[config.mk]
export PLATFORM = sky130hd
export DESIGN_NAME = sdc_cmd_ctrl
export DESIGN_NICKNAME = d
export VERILOG_FILES = /design/src/rtl/sdc_pkg.sv /design/src/rtl/sdc_regs.sv /design/src/rtl/sdc_resp_fifo.sv /design/src/rtl/sdc_cmd_fsm.sv /design/src/rtl/sdc_cmd_ctrl.sv
export SDC_FILE = /design/constraint.sdc
export NUM_CORES = 1
export LEC_CHECK = 0
export ABC_CLOCK_PERIOD_IN_PS = 13300
export BUFFER_PORTS_ARGS = -buffer_cell sky130_fd_sc_hd__buf_2
export CAP_MARGIN = 20
export CORE_MARGIN = 2
export CORE_UTILIZATION = 57
export CTS_CLUSTER_DIAMETER = 150
export DETAILED_ROUTE_END_ITERATION = 16
export MAX_ROUTING_LAYER = met4
export PLACE_DENSITY = 0.79
export SYNTH_ARGS = -nofsm -noshare
export SYNTH_HDL_FRONTEND = slang
export SYNTH_SLANG_ARGS = --single-unit
[constraint.sdc]
create_clock -name clk -period 13.3 [get_ports clk]
set_input_delay 3.325 -clock clk [delete_from_list [all_inputs] [get_ports clk]]
set_output_delay 3.325 -clock clk [all_outputs]
set_load 0.03 [all_outputs]
[src/rtl/sdc_pkg.sv]
package sdc_pkg;
  localparam int REG_AW = 4;
  localparam logic [REG_AW-1:0] RA_CLKCTL = 4'd0;
  localparam logic [REG_AW-1:0] RA_CFG    = 4'd1;
  localparam logic [REG_AW-1:0] RA_CMD    = 4'd2;
  localparam logic [REG_AW-1:0] RA_ARGH   = 4'd3;
  localparam logic [REG_AW-1:0] RA_ARGL   = 4'd4;
  localparam logic [REG_AW-1:0] RA_BLKLEN = 4'd5;
  localparam logic [REG_AW-1:0] RA_BLKCNT = 4'd6;
  localparam logic [REG_AW-1:0] RA_RESP   = 4'd7;
  localparam logic [REG_AW-1:0] RA_STATUS = 4'd8;
  localparam logic [REG_AW-1:0] RA_IRQ    = 4'd9;

  localparam int CFG_W = 14;
  localparam logic [CFG_W-1:0] CFG_KEEP = 14'h3dff;
  localparam int CFG_DEN  = 2;
  localparam int CFG_STOP = 10;

  localparam int STAT_W    = 16;
  localparam int SB_TOUT   = 1;
  localparam int SB_CLKON  = 8;
  localparam int SB_RESPOK = 13;

  typedef enum logic [1:0] {SQ_IDLE, SQ_REQ, SQ_RESP} sq_state_t;
endpackage

[src/rtl/sdc_regs.sv]
module sdc_regs
  import sdc_pkg::*;
#(
  parameter int DATA_W   = 32,
  parameter int IDX_W    = 6,
  parameter int ARG_W    = 32,
  parameter int BLKLEN_W = 12,
  parameter int BLKCNT_W = 16,
  parameter int ENT_W    = 16
) (
  input  logic                clk,
  input  logic                rst,
  input  logic                bus_wr,
  input  logic                bus_rd,
  input  logic [REG_AW-1:0]   bus_addr,
  input  logic [DATA_W-1:0]   bus_wdata,
  output logic [DATA_W-1:0]   bus_rdata,
  input  logic [STAT_W-1:0]   status_word,
  input  logic                irq_flag,
  input  logic [ENT_W-1:0]    resp_head,
  output logic [CFG_W-1:0]    cfg,
  output logic [IDX_W-1:0]    cmd_idx,
  output logic [ARG_W-1:0]    arg,
  output logic [BLKLEN_W-1:0] blklen,
  output logic [BLKCNT_W-1:0] blkcnt,
  output logic                ev_cfg_wr,
  output logic                ev_cfg_stop,
  output logic                ev_clk_start,
  output logic                ev_clk_stop,
  output logic                ev_irq_clr,
  output logic                resp_pop
);
  localparam int HALF = ARG_W / 2;

  always_comb begin
    ev_cfg_wr    = bus_wr && (bus_addr == RA_CFG);
    ev_cfg_stop  = bus_wdata[CFG_STOP];
    ev_clk_start = bus_wr && (bus_addr == RA_CLKCTL) && bus_wdata[1];
    ev_clk_stop  = bus_wr && (bus_addr == RA_CLKCTL) && bus_wdata[0];
    ev_irq_clr   = bus_wr && (bus_addr == RA_IRQ) && bus_wdata[0];
    resp_pop     = bus_rd && (bus_addr == RA_RESP);
  end

  always_ff @(posedge clk) begin
    if (rst) begin
      cfg     <= '0;
      cmd_idx <= '0;
      arg     <= '0;
      blklen  <= '0;
      blkcnt  <= '0;
    end else if (bus_wr) begin
      case (bus_addr)
        RA_CFG:    cfg             <= bus_wdata[CFG_W-1:0] & CFG_KEEP;
        RA_CMD:    cmd_idx         <= bus_wdata[IDX_W-1:0];
        RA_ARGH:   arg[ARG_W-1:HALF] <= bus_wdata[HALF-1:0];
        RA_ARGL:   arg[HALF-1:0]   <= bus_wdata[HALF-1:0];
        RA_BLKLEN: blklen          <= bus_wdata[BLKLEN_W-1:0];
        RA_BLKCNT: blkcnt          <= bus_wdata[BLKCNT_W-1:0];
        default: ;
      endcase
    end
  end

  always_ff @(posedge clk) begin
    if (rst) begin
      bus_rdata <= '0;
    end else if (bus_rd) begin
      case (bus_addr)
        RA_CFG:    bus_rdata <= DATA_W'(cfg);
        RA_CMD:    bus_rdata <= DATA_W'({1'b1, cmd_idx});
        RA_ARGH:   bus_rdata <= DATA_W'(arg[ARG_W-1:HALF]);
        RA_ARGL:   bus_rdata <= DATA_W'(arg[HALF-1:0]);
        RA_BLKLEN: bus_rdata <= DATA_W'(blklen);
        RA_BLKCNT: bus_rdata <= DATA_W'(blkcnt);
        RA_RESP:   bus_rdata <= DATA_W'(resp_head);
        RA_STATUS: bus_rdata <= DATA_W'(status_word);
        RA_IRQ:    bus_rdata <= DATA_W'(irq_flag);
        default:   bus_rdata <= '0;
      endcase
    end
  end

  AST_CMD_READBACK: assert property (@(posedge clk) disable iff (rst)
    (bus_rd && bus_addr == RA_CMD) |=> bus_rdata[IDX_W]);
endmodule

[src/rtl/sdc_resp_fifo.sv]
module sdc_resp_fifo #(
  parameter int ENTRIES = 9,
  parameter int ENT_W   = 16,
  parameter int BYTES   = 2 * ENTRIES,
  parameter int BIDX_W  = $clog2(BYTES),
  parameter int PTR_W   = $clog2(ENTRIES + 1)
) (
  input  logic              clk,
  input  logic              rst,
  input  logic              clear,
  input  logic              wr_en,
  input  logic [BIDX_W-1:0] wr_idx,
  input  logic [7:0]        wr_byte,
  input  logic              pop,
  input  logic              rewind,
  output logic [ENT_W-1:0]  head
);
  logic [ENT_W-1:0] slot [ENTRIES];
  logic [PTR_W-1:0] rd_ptr;

  always_ff @(posedge clk) begin
    if (rst || clear) begin
      for (int i = 0; i < ENTRIES; i++) slot[i] <= '0;
    end else if (wr_en && (wr_idx < BIDX_W'(BYTES))) begin
      if (wr_idx[0]) slot[wr_idx[BIDX_W-1:1]][15:8] <= wr_byte;
      else           slot[wr_idx[BIDX_W-1:1]][7:0]  <= wr_byte;
    end
  end

  always_ff @(posedge clk) begin
    if (rst || rewind) rd_ptr <= '0;
    else if (pop && (rd_ptr < PTR_W'(ENTRIES))) rd_ptr <= rd_ptr + 1'b1;
  end

  assign head = (rd_ptr < PTR_W'(ENTRIES)) ? slot[rd_ptr] : '0;

  AST_RPTR_BOUND: assert property (@(posedge clk) disable iff (rst)
    rd_ptr <= PTR_W'(ENTRIES));
  AST_POP_STEP: assert property (@(posedge clk) disable iff (rst)
    (pop && !rewind && rd_ptr < PTR_W'(ENTRIES)) |=> rd_ptr == $past(rd_ptr) + 1'b1);
endmodule

[src/rtl/sdc_cmd_fsm.sv]
module sdc_cmd_fsm
  import sdc_pkg::*;
#(
  parameter int IDX_W    = 6,
  parameter int ARG_W    = 32,
  parameter int LEN_W    = 5,
  parameter int BLKLEN_W = 12,
  parameter int BLKCNT_W = 16,
  parameter int BYTES    = 18,
  parameter int BIDX_W   = $clog2(BYTES),
  parameter int XB_W     = BLKLEN_W + BLKCNT_W
) (
  input  logic                clk,
  input  logic                rst,
  input  logic                ev_cfg_wr,
  input  logic                ev_cfg_stop,
  input  logic                ev_clk_start,
  input  logic                ev_clk_stop,
  input  logic                ev_irq_clr,
  input  logic [1:0]          resp_type,
  input  logic                data_en,
  input  logic                cfg_stop,
  input  logic [IDX_W-1:0]    cmd_idx,
  input  logic [ARG_W-1:0]    arg,
  input  logic [BLKLEN_W-1:0] blklen,
  input  logic [BLKCNT_W-1:0] blkcnt,
  output logic                card_req_valid,
  input  logic                card_req_ready,
  output logic [IDX_W-1:0]    card_req_index,
  output logic [ARG_W-1:0]    card_req_arg,
  input  logic                card_byte_valid,
  input  logic                card_done,
  input  logic [LEN_W-1:0]    card_len,
  output logic                fifo_clear,
  output logic                fifo_wr,
  output logic [BIDX_W-1:0]   fifo_wr_idx,
  output logic                fifo_rewind,
  output logic                xfer_start,
  output logic [XB_W-1:0]     xfer_bytes,
  output logic [STAT_W-1:0]   status_word,
  output logic                irq_flag
);
  sq_state_t         state;
  logic              pending, clk_en, st_tout, st_respok;
  logic [BIDX_W-1:0] byte_ptr;
  logic              issue, abort, finish, short_rsp;
  logic [LEN_W-1:0]  need;

  always_comb begin
    issue = (ev_cfg_wr && !ev_cfg_stop && clk_en)
         || (ev_clk_start && !ev_clk_stop && pending && !cfg_stop);
    abort = ev_cfg_wr || ev_clk_stop;
    case (resp_type)
      2'd0:    need = '0;
      2'd2:    need = LEN_W'(16);
      default: need = LEN_W'(4);
    endcase
    short_rsp   = card_len < need;
    finish      = (state == SQ_RESP) && card_done && !abort;
    fifo_clear  = issue;
    fifo_wr     = (state == SQ_RESP) && card_byte_valid && !abort;
    fifo_wr_idx = byte_ptr;
    fifo_rewind = finish && !short_rsp;
    card_req_valid = (state == SQ_REQ);
    status_word = '0;
    status_word[SB_TOUT]   = st_tout;
    status_word[SB_CLKON]  = clk_en;
    status_word[SB_RESPOK] = st_respok;
  end

  always_ff @(posedge clk) begin
    if (rst) begin
      state          <= SQ_IDLE;
      pending        <= 1'b0;
      clk_en         <= 1'b0;
      st_tout        <= 1'b0;
      st_respok      <= 1'b0;
      irq_flag       <= 1'b0;
      byte_ptr       <= '0;
      xfer_start     <= 1'b0;
      xfer_bytes     <= '0;
      card_req_index <= '0;
      card_req_arg   <= '0;
    end else begin
      xfer_start <= 1'b0;
      if (ev_clk_start) clk_en <= 1'b1;
      if (ev_clk_stop)  clk_en <= 1'b0;
      if (ev_irq_clr)   irq_flag <= 1'b0;
      case (state)
        SQ_REQ: if (card_req_ready) state <= SQ_RESP;
        SQ_RESP: begin
          if (card_byte_valid && byte_ptr < BIDX_W'(BYTES)) byte_ptr <= byte_ptr + 1'b1;
          if (finish) begin
            state    <= SQ_IDLE;
            irq_flag <= 1'b1;
            if (short_rsp) st_tout <= 1'b1;
            else begin
              st_respok <= 1'b1;
              if (data_en) begin
                xfer_start <= 1'b1;
                xfer_bytes <= XB_W'(blklen) * XB_W'(blkcnt);
              end
            end
          end
        end
        default: ;
      endcase
      if (ev_cfg_wr)   pending <= 1'b1;
      if (abort)       state   <= SQ_IDLE;
      if (issue) begin
        pending        <= 1'b0;
        state          <= SQ_REQ;
        st_tout        <= 1'b0;
        st_respok      <= 1'b0;
        byte_ptr       <= '0;
        card_req_index <= cmd_idx;
        card_req_arg   <= arg;
      end
    end
  end

  AST_REQ_HOLD: assert property (@(posedge clk) disable iff (rst)
    (card_req_valid && !card_req_ready && !abort) |=>
      (card_req_valid && $stable(card_req_index) && $stable(card_req_arg)));
  AST_NO_REISSUE: assert property (@(posedge clk) disable iff (rst)
    card_req_valid |-> !pending);
  AST_FLAG_EXCL: assert property (@(posedge clk) disable iff (rst)
    !(st_tout && st_respok));
  AST_XFER_OK: assert property (@(posedge clk) disable iff (rst)
    xfer_start |-> (st_respok && !st_tout));
  AST_CLKOFF_IDLE: assert property (@(posedge clk) disable iff (rst)
    !clk_en |-> !card_req_valid);
endmodule

[src/rtl/sdc_cmd_ctrl.sv]
module sdc_cmd_ctrl
  import sdc_pkg::*;
#(
  parameter int DATA_W   = 32,
  parameter int IDX_W    = 6,
  parameter int ARG_W    = 32,
  parameter int LEN_W    = 5,
  parameter int BLKLEN_W = 12,
  parameter int BLKCNT_W = 16,
  parameter int ENTRIES  = 9,
  parameter int ENT_W    = 16,
  parameter int XB_W     = BLKLEN_W + BLKCNT_W
) (
  input  logic              clk,
  input  logic              rst,
  input  logic              bus_wr,
  input  logic              bus_rd,
  input  logic [REG_AW-1:0] bus_addr,
  input  logic [DATA_W-1:0] bus_wdata,
  output logic [DATA_W-1:0] bus_rdata,
  output logic              card_req_valid,
  input  logic              card_req_ready,
  output logic [IDX_W-1:0]  card_req_index,
  output logic [ARG_W-1:0]  card_req_arg,
  input  logic              card_byte_valid,
  input  logic [7:0]        card_byte,
  input  logic              card_done,
  input  logic [LEN_W-1:0]  card_len,
  output logic              xfer_start,
  output logic [XB_W-1:0]   xfer_bytes,
  output logic              endcmd_irq
);
  localparam int BYTES  = 2 * ENTRIES;
  localparam int BIDX_W = $clog2(BYTES);

  logic [CFG_W-1:0]    cfg;
  logic [IDX_W-1:0]    cmd_idx;
  logic [ARG_W-1:0]    arg;
  logic [BLKLEN_W-1:0] blklen;
  logic [BLKCNT_W-1:0] blkcnt;
  logic [STAT_W-1:0]   status_word;
  logic [ENT_W-1:0]    resp_head;
  logic                ev_cfg_wr, ev_cfg_stop, ev_clk_start, ev_clk_stop, ev_irq_clr, resp_pop;
  logic                fifo_clear, fifo_wr, fifo_rewind;
  logic [BIDX_W-1:0]   fifo_wr_idx;

  sdc_regs #(
    .DATA_W(DATA_W), .IDX_W(IDX_W), .ARG_W(ARG_W),
    .BLKLEN_W(BLKLEN_W), .BLKCNT_W(BLKCNT_W), .ENT_W(ENT_W)
  ) u_regs (
    .clk(clk), .rst(rst), .bus_wr(bus_wr), .bus_rd(bus_rd), .bus_addr(bus_addr),
    .bus_wdata(bus_wdata), .bus_rdata(bus_rdata), .status_word(status_word),
    .irq_flag(endcmd_irq), .resp_head(resp_head), .cfg(cfg), .cmd_idx(cmd_idx),
    .arg(arg), .blklen(blklen), .blkcnt(blkcnt), .ev_cfg_wr(ev_cfg_wr),
    .ev_cfg_stop(ev_cfg_stop), .ev_clk_start(ev_clk_start), .ev_clk_stop(ev_clk_stop),
    .ev_irq_clr(ev_irq_clr), .resp_pop(resp_pop)
  );

  sdc_cmd_fsm #(
    .IDX_W(IDX_W), .ARG_W(ARG_W), .LEN_W(LEN_W), .BLKLEN_W(BLKLEN_W),
    .BLKCNT_W(BLKCNT_W), .BYTES(BYTES), .BIDX_W(BIDX_W), .XB_W(XB_W)
  ) u_fsm (
    .clk(clk), .rst(rst), .ev_cfg_wr(ev_cfg_wr), .ev_cfg_stop(ev_cfg_stop),
    .ev_clk_start(ev_clk_start), .ev_clk_stop(ev_clk_stop), .ev_irq_clr(ev_irq_clr),
    .resp_type(cfg[1:0]), .data_en(cfg[CFG_DEN]), .cfg_stop(cfg[CFG_STOP]),
    .cmd_idx(cmd_idx), .arg(arg), .blklen(blklen), .blkcnt(blkcnt),
    .card_req_valid(card_req_valid), .card_req_ready(card_req_ready),
    .card_req_index(card_req_index), .card_req_arg(card_req_arg),
    .card_byte_valid(card_byte_valid), .card_done(card_done), .card_len(card_len),
    .fifo_clear(fifo_clear), .fifo_wr(fifo_wr), .fifo_wr_idx(fifo_wr_idx),
    .fifo_rewind(fifo_rewind), .xfer_start(xfer_start), .xfer_bytes(xfer_bytes),
    .status_word(status_word), .irq_flag(endcmd_irq)
  );

  sdc_resp_fifo #(
    .ENTRIES(ENTRIES), .ENT_W(ENT_W), .BYTES(BYTES), .BIDX_W(BIDX_W)
  ) u_fifo (
    .clk(clk), .rst(rst), .clear(fifo_clear), .wr_en(fifo_wr), .wr_idx(fifo_wr_idx),
    .wr_byte(card_byte), .pop(resp_pop), .rewind(fifo_rewind), .head(resp_head)
  );
endmodule

## After elaboration in Yosys (flattened, before gate mapping)

Memory sizes are Yosys's and may differ from the RTL's. A register that Yosys moved wholly into a read port is not among the register bits.
Cells that the tools add are included.

| word-level totals | value |
|---|---|
| register bits after elaboration | 194 |
| bits of input ports | 56 |
| latch bits | 0 |
| ROM bits | 0 |
| memories kept | 1 |
| word-level logic and storage cells | 123 |
| bits in writable memories | 144 |
| output and inout bits | 101 |

Memory list:

| name | words | width | read ports | clocked after memory_dff | wr ports | line | source |
|---|---|---|---|---|---|---|---|
| u_fifo.slot | 9 | 16 | 1 | 1 | 9 | sdc_resp_fifo.sv:18 | `logic [ENT_W-1:0] slot [ENTRIES];` |

| operators by class | value |
|---|---|
| div/mod/pow operators | 0 |
| equal/unequal tests | 16 |
| bitwise gates (word level) | 3 |
| add/sub/neg operators | 2 |
| shifts and indexed selects | 0 |
| reduce and logical (&&, ||, !) cells | 50 |
| multipliers | 1 |
| order comparisons | 3 |
| muxes and demuxes | 27 |

Operators by type and width:

| operator | count |
|---|---|
| case mux 16 bit (9 select lines) | 1 |
| 2-to-1 mux 16 bit | 2 |
| multiplier 12 x 16 -> 28 bit | 1 |
| logical AND 1 bit | 20 |
| equality test 4 x 3 -> 1 bit, second input constant | 4 |
| 2-to-1 mux 1 bit | 16 |
| OR reduction 16 bit | 1 |
| AND reduction 2 bit | 7 |
| 2-to-1 mux 4 bit | 3 |
| AND reduction 3 bit | 4 |
| case mux 5 bit (2 select lines) | 1 |
| equality test 4 x 2 -> 1 bit, second input constant | 2 |
| equality test 4 bit, second input constant | 2 |
| != test 4 x 1 -> 1 bit, second input constant | 2 |
| 2-to-1 mux 2 bit | 3 |
| adder 5 x 1 -> 5 bit, second input constant | 1 |
| zero test 1 bit | 5 |
| less-than comparator 5 bit | 1 |
| less-than comparator 5 bit, second input constant | 1 |
| adder 4 x 1 -> 4 bit, second input constant | 1 |
| equality test 2 bit, second input constant | 2 |
| equality test 4 x 1 -> 1 bit, second input constant | 1 |
| zero test 4 bit | 1 |
| logical OR 1 bit | 4 |
| 12 further kinds | 16 |

## Logic depth before layout (Yosys ltp)

| logic depth | value |
|---|---|
| depth in word-level cells | 13 |
| depth in mapped cells | 21 |

## Cells and area by module

From an unflattened synthesis, not the netlist that was laid out.

| second synthesis, totals | value |
|---|---|
| cells, all modules | 2297 |
| area total of the unflattened synthesis | 25124.1 sq um |

Modules (own cells, without submodules):

| module | area an instance (sq um) | seq. area each (sq um) | cells an instance | instances |
|---|---|---|---|---|
| sdc_resp_fifo | 11238.3 | 7847.5 | 625 | 1 |
| sdc_cmd_fsm | 9315.2 | 1581.5 | 1126 | 1 |
| sdc_regs | 4570.6 | 1901.8 | 546 | 1 |

## Worst setup path before layout

OpenSTA, ideal clock, no wires.

| timing | value |
|---|---|
| path type | input to register |
| from | input bus_wr |
| to | memory u_fifo.slot[5][0], enable pin |
| arrival | 5421 ps |
| setup time | 384 ps |
| cell stages on the path | 8 |
| setup slack | 7495 ps |
| path through | buf_2 nor3b_1 and3_4 a32oi_2 nand4b_1 or3b_1 buf_2 o21ai_0 |

RTL lines:

| element | line | source |
|---|---|---|
| start, declared | sdc_cmd_ctrl.sv:16 | `input logic bus_wr,` |
| end, declared | sdc_resp_fifo.sv:18 |  |

## Final worst setup path

| timing | value |
|---|---|
| from | register u_regs.blklen[3] |
| to | register u_fsm.xfer_bytes[27] |

| between the ends | value |
|---|---|
| longest elaborated chain between the ends | 1 |

RTL lines:

| element | line | source |
|---|---|---|
| start, declared | sdc_regs.sv:24 | `output logic [BLKLEN_W-1:0] blklen,` |
| start signal, assigned | sdc_regs.sv:57 | `RA_BLKLEN: blklen <= bus_wdata[BLKLEN_W-1:0];` |
| multiplier 12 x 16 -> 28 bit | sdc_cmd_fsm.sv:101 | `xfer_bytes <= XB_W'(blklen) * XB_W'(blkcnt);` |
| end signal, assigned | sdc_cmd_fsm.sv:101 |  |
| end, declared | sdc_cmd_fsm.sv:39 | `output logic [XB_W-1:0] xfer_bytes,` |

No other way between the ends.
A chain may end at the register's enable or synchronous reset.

==> Flow_metrics.wiki <==
{| class="wikitable"
! Metric !! Value
|-
| Number of antenna violations at the first check in global routing || 0
|-
| Max-cap check violation count || 0
|-
| Area fraction in and, or, nand and nor cells after synthesis || between 15 and 20%
|-
| Top Family by Delay on Critical Path || adder cells
|-
| Post-Route Hold Slack || approximately 0.45 ns
|-
| Setup repair after global routing missed its margin || no
|-
| Highest fanout seen on the critical path || 18
|-
| Post-route minimum period || around 6.0 ns
|-
| CTS sink cnt || about 440
|-
| Element type at the critical path start || flop
|-
| Async SR Flop Fraction || 0%
|-
| Final GP Congestion || 0.951
|-
| Initial core utilization || between 50% and 60%
|-
| Vertical extent of the die || ~210 um
|-
| Slowest cell delay on critical path || about 0.94 ns
|-
| Estimated wirelength of the detail-placed design || 42000 um
|-
| List of cells traversed by the critical path || nand2_1 -> fa_1 -> fa_1 -> inv_1 -> fa_1 -> fa_1 -> inv_1 -> fa_1 -> inv_1 -> ha_1 -> a21oi_1 -> o21ai_0 -> a2111oi_0 -> a21oi_1 -> a221oi_1 -> xnor2_1 -> a22o_1
|-
| Die Wd || ~210 um
|-
| Clock Skews || about 0.024 ns
|-
| Clock transition at path regs || roughly 0.060 ns
|-
| Vias post-DR || approximately 17000
|-
| Fraction of the yosys area taken by sequential cells || 46.8%
|-
| Synthesis-to-layout area growth || 11.3%
|-
| Compound-cell area share of the yosys netlist || approximately 7.9%
|-
| Transition time at the pin with the least slew margin || approximately 1.1 ns
|-
| Adder-cell share of the synthesized area || between 15 and 20%
|-
| Number of buffers on the longest clock path || 3
|-
| Critical path endpoint category || flop
|-
| Ant diodes || 0
|-
| Pins Over Slew Limit || 0
|-
| Final instance area || 27000 sq um
|-
| Cell area reported after detailed placement || approximately 26000 sq um
|-
| Clock H-tree levels || 2
|-
| Number of buffers inserted by hold repair at cts || 0
|-
| Leak || between 0.01 and 0.015 uW
|-
| Relative slew slack || between 20 and 30%
|-
| Post-synth EDFFs || about 260
|-
| Share of the clock period used by the worst path after layout || 45.2%
|-
| Vias in the first global route || around 18000
|-
| Core Region || between 40000 and 50000 sq um
|-
| I/O pin count || roughly 160
|-
| Number of warning messages in the yosys log || 0
|-
| Sum of negative setup slack || 0 ns
|-
| Start-to-end type of the worst setup path || flop to flop
|-
| Residual DRC count || 0
|-
| Per-cell via count in the routed design || around 6
|-
| TritonCTS buffer count || 44
|-
| Number of DRC markers in iteration 0 || between 1500 and 2000
|-
| Synth cell types || 71
|-
| Count of port buffers added during placement || around 120
|-
| Crit-path most repeated cell || fa_1
|-
| Fillcell total || 3144
|-
| Number of iterations in the first detailed-routing pass || 8
|-
| Area of the mapped netlist || 24200 sq um
|-
| Max Freq || around 0.17 GHz
|-
| Crit path required time || roughly 14 ns
|-
| Critical path buffers and inverters || 3
|-
| Worst-path cell with the longest stage delay || dfxtp_1
|-
| Fraction of synthesized area in multiplexers || around 7.5%
|-
| Wire length per cell || between 20 and 25 um
|-
| Mean instance size in the synthesized netlist || between 10 and 15 sq um
|-
| Run status || complete, no violations
|-
| Register bit total from synthesis || between 400 and 500
|-
| Final WL || 60800 um
|-
| Main combinational cell family by area after synthesis || simple AND/OR/NAND/NOR gates
|-
| Die Area || around 44000 sq um
|-
| Number of setup buffers added after CTS || 0
|-
| Parity-gate share of the synthesized area counting xor and xnor cells || less than 1%
|-
| Buffer type at the clock tree root || clkbuf_16
|-
| Grt total ovfl || 0
|-
| Global-route wire length before repair || 95100 um
|-
| Number of endpoints with negative hold slack in the final report || 0
|-
| Power density of the placed cells || roughly 110 nW/um^2
|-
| Fraction of final layout cells with drive strength greater than 1 || between 10% and 20%
|-
| Worst endpoint data arrival time || about 6.5 ns
|-
| Row Count || 75
|-
| Post-DRT Antenna Nets || 0
|-
| Worst min-delay path category || flop to flop
|-
| Count of instances resized after the clock tree is built || 0
|-
| Number of nets at the end of the flow || 2656
|-
| Setup-violating endpoint count in the final report || 0
|-
| TritonCTS clock tree || done
|-
| GRT Util Overall || ~29%
|-
| Peak VDD IR || between 0.1 and 0.15 mV
|-
| Clock network latency to the later pin of the worst-skew pair || slightly below 0.6 ns
|-
| Most used DFF post-synth || edfxtp_1
|-
| Pin count of the biggest net entering global routing || 99
|-
| Synthesized instance count || roughly 2200
|}
## cell type report
type                            instances  area (sq um)  share of cell area (%)
Multi-Input combinational cell       1571         12000                    44.6
Sequential cell                       438         11300                    42.0
Clock buffer                           64          1270                    4.70
Inverter                              188           706                    2.62
Timing Repair Buffer                  147           821                    3.04
Tap cell                              539           674                    2.50
Clock inverter                         11           145                   0.538
## cells by family after synthesis
logic type | Yosys count
multiplexers | 82
other | 1
buffers and inverters | 342
AO/OA/AOI/OAI | 318
adder cells (fa/ha/maj) | 210
flip-flops | 438
XOR/XNOR | 18
AND/OR/NAND/NOR | 815
## worst reg2reg max path: stages, from the launching register on
cell and delay [ns]:
dfxtp_1 0.94, nand2_1 0.22, fa_1 0.50, fa_1 0.54
inv_1 0.05, fa_1 0.51, fa_1 0.49, inv_1 0.06
fa_1 0.49, inv_1 0.04, ha_1 0.34, a21oi_1 0.29
o21ai_0 0.15, a2111oi_0 0.37, a21oi_1 0.23, a221oi_1 0.38
xnor2_1 0.12, a22o_1 0.18
## metal layers
layer	share of wire (%)	vias to the layer above	global-route usage (%)
li1	-	7746	-
met4	4.2	0	11.6
met1	38	8639	35.8
met3	8.0	175	4.80
met5	0	-	-
met2	50	796	47.3
## registers in the layout, indices dropped and copies added (netlist names), 2 cells and up, named ones only
name,count
u_fifo.slot,256
u_fsm.card_req_arg,32
u_regs.arg,32
u_fsm.xfer_bytes,28
u_regs.blkcnt,16
u_regs.bus_rdata,16
u_regs.cfg,13
u_regs.blklen,12
u_fsm.card_req_index,6
u_regs.cmd_idx,6
u_fsm.fifo_wr_idx,5
u_fifo.rd_ptr,4
u_fsm.state,2
## synthesized netlist by cell type, types with 4 or more instances
library cell | number | area share (%)
nor2b_1 | 8 | 0.21
clkbuf_1 | 110 | 1.7
a22oi_1 | 17 | 0.53
a221oi_1 | 8 | 0.29
o21ai_0 | 34 | 0.70
ha_1 | 70 | 3.6
and2_1 | 217 | 5.6
nand3_1 | 21 | 0.43
a22o_1 | 7 | 0.25
xnor2_1 | 12 | 0.43
buf_2 | 24 | 0.50
xor2_1 | 6 | 0.22
a21o_1 | 10 | 0.31
o21a_1 | 5 | 0.15
a211oi_1 | 27 | 0.84
mux4_2 | 80 | 7.4
edfxtp_1 | 256 | 32
nand4_1 | 18 | 0.46
inv_1 | 186 | 2.9
nor2_2 | 11 | 0.28
nor3_1 | 11 | 0.23
a21oi_1 | 176 | 3.6
buf_4 | 16 | 0.50
a31oi_1 | 7 | 0.18
and3_1 | 6 | 0.15
buf_1 | 4 | 0.062
fa_1 | 140 | 12
nand2_1 | 434 | 6.7
nor3_4 | 4 | 0.27
dfxtp_1 | 182 | 15
nand2b_1 | 9 | 0.23
nor2_1 | 48 | 0.74
## report_power, final
group          leakage [uW]  switching [uW]  total [uW]  internal [uW]
combinational       0.00608            81.1         117           35.8
clock              0.000690             520        1220            702
sequential          0.00400            22.7        1510           1480
## cell usage in the layout (no fill, tap or decap), types with 5 or more instances in the layout
cell type / instances
nand2_1: 434
edfxtp_1: 256
and2_1: 217
inv_1: 186
dfxtp_1: 180
a21oi_1: 176
fa_1: 140
conb_1: 128
buf_2: 121
mux4_2: 80
ha_1: 70
nor2_1: 48
clkbuf_16: 45
o21ai_0: 32
a211oi_1: 27
buf_4: 25
nand3_1: 21
nand4_1: 18
a22oi_1: 17
xnor2_1: 12
clkbuf_1: 12
nor2_2: 11
nor3_1: 10
a21o_1: 10
nand2b_1: 9
nor2b_1: 8
a221oi_1: 8
a31oi_1: 7
a22o_1: 7
clkbuf_8: 7
and3_1: 6
xor2_1: 6
o21a_1: 5
## final timing paths
kind / start / to / slack (ns) / depth (start not counted)
worst min-delay path: u_fsm.card_req_arg[21] / u_fsm.card_req_arg[21] / 0.45 / 2
worst max register to register: u_regs.blklen[3] / u_fsm.xfer_bytes[27] / 7.29 / 17
worst max-delay path: u_regs.blklen[3] / u_fsm.xfer_bytes[27] / 7.29 / 17
worst min register to register: u_fsm.card_req_arg[21] / u_fsm.card_req_arg[21] / 0.45 / 2
## metrics by stage
stage	total power (uW)	util, %	cells	setup slack [ns]
floorplan	1600	-	2351	7.50
global placement	1640	60.8	2879	6.55
detailed placement	1650	60.9	2882	6.74
CTS	2860	64.2	2957	7.34
global route	2920	64.3	2958	6.93
finish	2850	64.3	2958	7.29
Note: power is estimated with default switching activity, not from simulation.
